`config.mk`:
```
export PLATFORM = sky130hd
export DESIGN_NAME = pwm_bitweight
export DESIGN_NICKNAME = d
export VERILOG_FILES = /design/src/rtl/pwm_pkg.sv /design/src/rtl/pwm_prescale.sv /design/src/rtl/pwm_segcnt.sv /design/src/rtl/pwm_decode.sv /design/src/rtl/pwm_bitweight.sv
export SDC_FILE = /design/constraint.sdc
export NUM_CORES = 1
export LEC_CHECK = 0
export ABC_AREA = 1
export ABC_CLOCK_PERIOD_IN_PS = 2800
export CAP_MARGIN = 0
export CORE_ASPECT_RATIO = 1.1
export CORE_MARGIN = 2
export CORE_UTILIZATION = 35
export DETAILED_ROUTE_END_ITERATION = 10
export REMOVE_ABC_BUFFERS = 1
export SLEW_MARGIN = 40
export SYNTH_ARGS = -nofsm -noshare
export SYNTH_HDL_FRONTEND = slang
export SYNTH_SLANG_ARGS = --single-unit
```
`constraint.sdc`:
```
create_clock -name clk -period 2.8 [get_ports clk]
set_clock_uncertainty 0.2 [all_clocks]
set_input_delay 0.7 -clock clk [delete_from_list [all_inputs] [get_ports clk]]
set_output_delay 0.7 -clock clk [all_outputs]
set_load 0.05 [all_outputs]
```
`src/rtl/pwm_pkg.sv`:
```
package pwm_pkg;
    typedef enum logic {
        ST_HALT = 1'b0,
        ST_RUN  = 1'b1
    } pwm_state_t;
endpackage

```
`src/rtl/pwm_prescale.sv`:
```
module pwm_prescale #(
    parameter int SEG_TICKS = 16
) (
    input  logic clk,
    input  logic rst,
    input  logic en,
    output logic seg_tick
);
    localparam int TW = (SEG_TICKS > 1) ? $clog2(SEG_TICKS) : 1;
    localparam logic [TW-1:0] TLAST = TW'(SEG_TICKS - 1);

    logic          half_q;
    logic [TW-1:0] tcnt_q;
    logic          ref_tick;

    assign ref_tick = en && half_q;
    assign seg_tick = ref_tick && (tcnt_q == TLAST);

    always_ff @(posedge clk) begin
        if (rst) begin
            half_q <= 1'b0;
        end else if (en) begin
            half_q <= ~half_q;
        end
    end

    always_ff @(posedge clk) begin
        if (rst) begin
            tcnt_q <= '0;
        end else if (ref_tick) begin
            tcnt_q <= (tcnt_q == TLAST) ? '0 : tcnt_q + 1'b1;
        end
    end
endmodule

```
`src/rtl/pwm_segcnt.sv`:
```
module pwm_segcnt #(
    parameter int DW = 8
) (
    input  logic          clk,
    input  logic          rst,
    input  logic          step,
    output logic [DW-1:0] cnt
);
    always_ff @(posedge clk) begin
        if (rst) begin
            cnt <= '0;
        end else if (step) begin
            cnt <= cnt + 1'b1;
        end
    end
endmodule

```
`src/rtl/pwm_decode.sv`:
```
module pwm_decode #(
    parameter int DW = 8
) (
    input  logic [DW-1:0] cnt,
    output logic [DW-1:0] hit
);
    for (genvar k = 0; k < DW; k++) begin : g_bit
        localparam int W = DW - k;
        localparam logic [W-1:0] PAT = W'((1 << (W - 1)) - 1);
        assign hit[k] = (cnt[W-1:0] == PAT);
    end
endmodule

```
`src/rtl/pwm_bitweight.sv`:
```
module pwm_bitweight
    import pwm_pkg::*;
#(
    parameter int DW        = 8,
    parameter int SEG_TICKS = 16
) (
    input  logic          clk,
    input  logic          rst,
    input  logic          halt,
    input  logic          invert,
    input  logic          wr_en,
    input  logic [DW-1:0] wr_data,
    output logic [DW-1:0] rd_data,
    output logic          pwm_out
);
    pwm_state_t    state_q, state_nx;
    logic [DW-1:0] data_q;
    logic [DW-1:0] seg_cnt;
    logic [DW-1:0] hit;
    logic          seg_tick;
    logic          level;
    logic          run;

    always_comb begin
        state_nx = state_q;
        unique case (state_q)
            ST_HALT: if (!halt) state_nx = ST_RUN;
            ST_RUN:  if (halt)  state_nx = ST_HALT;
        endcase
    end

    always_ff @(posedge clk) begin
        if (rst) begin
            state_q <= ST_HALT;
        end else begin
            state_q <= state_nx;
        end
    end

    assign run = (state_q == ST_RUN);

    always_ff @(posedge clk) begin
        if (rst) begin
            data_q <= '0;
        end else if (wr_en) begin
            data_q <= wr_data;
        end
    end

    assign rd_data = data_q;

    pwm_prescale #(.SEG_TICKS(SEG_TICKS)) u_pre (
        .clk      (clk),
        .rst      (rst),
        .en       (run),
        .seg_tick (seg_tick)
    );

    pwm_segcnt #(.DW(DW)) u_cnt (
        .clk  (clk),
        .rst  (rst),
        .step (seg_tick),
        .cnt  (seg_cnt)
    );

    pwm_decode #(.DW(DW)) u_dec (
        .cnt (seg_cnt),
        .hit (hit)
    );

    assign level = |(hit & data_q);

    always_ff @(posedge clk) begin
        if (rst) begin
            pwm_out <= 1'b0;
        end else begin
            unique case (state_q)
                ST_RUN:  pwm_out <= level ^ invert;
                ST_HALT: pwm_out <= invert;
            endcase
        end
    end
endmodule

```
==> flow_summary.ini, run 1 <==
[critical_path]
startpoint = rd_data[4]$_SDFFE_PP0P_
crit_chain = clkdlybuf4s50_1
startpoint_type = register
endpoint_kind = primary output
worst-r2r-setup-slack_ns = 1.07
cp_max_fo = 3
arrival_ns = 1.51
r2r-start = u_cnt.cnt[0]$_SDFFE_PP0P_
critPathTopFamily = buffers and inverters
crit_buf_inv = 1
critPathMaxStageDelay_ns = 0.82
worst_ep_required_time_ns = 1.90
rr_endpoint = pwm_out$_SDFF_PP0_
crit_type = register to primary output
slowest_stage = clkdlybuf4s50_1
reg2reg_depth = 10

[sta]
slew_violations = 0
fin_crit_ns = 2.41
max-slew-margin-rel_pct = 67.2
period_share_pct = 86.2
tns_ns = 0
rsz0062_at_grt = no
hold_viol = 0
max_freq_ghz = 0.414
tightest_slew_ns = 0.490
setup_viol = 0

[place]
port_buffers = 21
gp_congestion = 0.782
place_area_um2 = 1310
dpl.hpwl_um = 1550

[min_path]
whs_path_depth = 2
min_from = rd_data[0]$_SDFFE_PP0P_
min_path_type = register to register
holdPathEnd = rd_data[0]$_SDFFE_PP0P_

[grt]
grt_usage_pct = 13.3
antenna_found_initial = 0
grt_pass1_vias = 882
grt-ovfl-total = 0
grt_pass1_wl_um = 3680
grt_start_max_net_pins = 20

[clocking]
clk_latency_ns = 0.30
cts_setup_buffers = 0
cts-root-buf = clkbuf_4
clkTransAtPathRegs_ns = 0.12
h-tree-depth = 1
cts_buffer_depth = 2
ctsHoldBuffers = 0
cts_tree = done
cts_buffers = 3
cts_resized = 0
clock-sinks = 23

[synthesis]
netlist.area_leader.share_pct = 43.1
synth.distinct_cells = 24
seq_area_frac_synth_pct = 43.1
synthArstFlopShare_pct = 0
synth.avg_cell_area_um2 = 7.63
yosys.area.top_type = dfxtp_1
synthTopCellsByArea = dfxtp_1, o21ai_0, nor2_1
yosys_warnings = 0
syn_inst = 140
synthMostInstantiatedCell = dfxtp_1
synth_edf_count = 0
dominantRegCellSynth = dfxtp_1
ys_top_cells_by_count = dfxtp_1, nor2_1, nand2_1
synth.ff_latch_count = 23
syn-cell-area_um2 = 1070

[floorplanning]
design.core.area_um2 = 2970
num_rows = 21
fp.dieH_um = 62.0
fp.dieW_um = 56.7
start_util_pct = 36.0
ios = 22
die_area_um2 = 3510

[cells_and_area]
fin_area_um2 = 1330
insertedDiodeCount = 0
drive_above_1_share_pct = 8.59
nets = 182
fillCellCount = 332
area_growth_pct = 24.6

[routing]
drt-total-wl_um = 2050
dr.pass1.iters = 4
wl_per_cell_um = 10.4
postRouteAntennaNets = 0
avgViaCountPerCell = 4.67
drc = 0
vias = 920
drtIter0Drc = 28

[pwr]
leakage_nw = 0.505
p_per_area_nw_per_um2 = 446
irDropWorstVdd_v = 0.000220

[flow_run]
cap_violations = 0

[status]
status = finished clean
worst max path at each step:
stage / end / slack, ns / depth (start not counted)
floorplan: pwm_out$_SDFF_PP0_ / 1.16 / 10
global placement: u_pre.tcnt_q[3]$_SDFFE_PP0P_ / 0.58 / 4
detailed placement: u_pre.tcnt_q[3]$_SDFFE_PP0P_ / 0.53 / 4
CTS: rd_data[4] / 0.36 / 1
global route: rd_data[4] / 0.32 / 1
finish: rd_data[4] / 0.39 / 1
metal layers:
metal | part of all wire (%) | wire (um) | global-route usage [%]
met3 | 4.2 | 86 | 2.90
met5 | 0 | 0 | 0
met4 | 1.5 | 31 | 5.10
met1 | 50 | 1020 | 16.4
met2 | 44 | 912 | 23.1
layout by cell type, fill, tap and decap left out, drive strengths merged:
cell type      Yosys  routed
dfxtp             23      23
a21oi             13      13
ha                 5       5
nand3b             1       1
or2                1       1
inv               16      16
clkbuf             1       4
nand3              7       7
nor3               3       3
nand4              2       2
o21bai             1       1
nand2             20      20
o21ai             19      19
clkinv             1       1
nor2              26      26
clkdlybuf4s50      0      21
metrics by stage:
stage	worst slack (ns)	std cells	total power, mW	hold slack [ns]	util (%)
finish	0.387	197	0.594	0.289	44.8
global placement	0.582	193	0.447	0.269	44.0
CTS	0.359	197	0.600	0.298	44.8
floorplan	1.16	138	0.406	0.267	-
detailed placement	0.531	193	0.448	0.279	44.0
global route	0.322	197	0.622	0.318	44.8
logic make-up after synthesis:
| group | Yosys count | synth area share (%) |
|---|---|---|
| fa+ha+maj | 5 | 5.85 |
| flops | 23 | 43.1 |
| buf+inv | 19 | 7.49 |
| simple gates | 60 | 27.5 |
| compound gates | 33 | 16.0 |
power breakdown:
part           internal (mW)  switching, mW  leakage [nW]  total, mW
registers              0.339        0.00796         0.188      0.347
clock network         0.0556         0.0976        0.0150      0.153
logic                 0.0384         0.0551         0.302     0.0935
area by class of cell:
cell class | instances | area (um2) | share of cell area [%]
inverter | 17 | 63.8 | 4.79
timing repair buffer | 21 | 210 | 15.8
clock buffer | 4 | 26.3 | 1.97
tap | 34 | 42.5 | 3.20
multi-input combinational | 98 | 528 | 39.7
sequential | 23 | 460 | 34.6
sequential cells by signal (all words and copies together), names as in the netlist:
name,flops
rd_data,8
u_cnt.cnt,8
u_pre.tcnt_q,4
pwm_out,1
run,1
u_pre.half_q,1
worst reg2reg max path: stages, from the launching register on:
cell and delay, ns:
dfxtp_1 0.37, ha_1 0.25, nand3_2 0.11, inv_1 0.05
ha_1 0.16, nand2_1 0.06, nand2_1 0.05, nor2_1 0.12
nand3_2 0.09, a21oi_1 0.13, nor2_1 0.05
Power figures use the tool's default switching activity.
==> run 2: changes to the inputs <==
--- a/config.mk
+++ b/config.mk
@@ -11,6 +11,7 @@
 export CORE_ASPECT_RATIO = 1.1
 export CORE_MARGIN = 2
 export CORE_UTILIZATION = 35
+export CTS_CLUSTER_DIAMETER = 100
 export DETAILED_ROUTE_END_ITERATION = 10
 export REMOVE_ABC_BUFFERS = 1
 export SLEW_MARGIN = 40
==> results of run 2 <==
The final DEF is identical to that of run 1; final timing and power are the same.
==> run 3: changes to the inputs <==
--- a/config.mk
+++ b/config.mk
@@ -12,6 +12,7 @@
 export CORE_MARGIN = 2
 export CORE_UTILIZATION = 35
 export CTS_CLUSTER_DIAMETER = 100
+export CTS_CLUSTER_SIZE = 16
 export DETAILED_ROUTE_END_ITERATION = 10
 export REMOVE_ABC_BUFFERS = 1
 export SLEW_MARGIN = 40
==> results of run 3 <==
The final DEF is identical to that of run 1; final timing and power are the same.
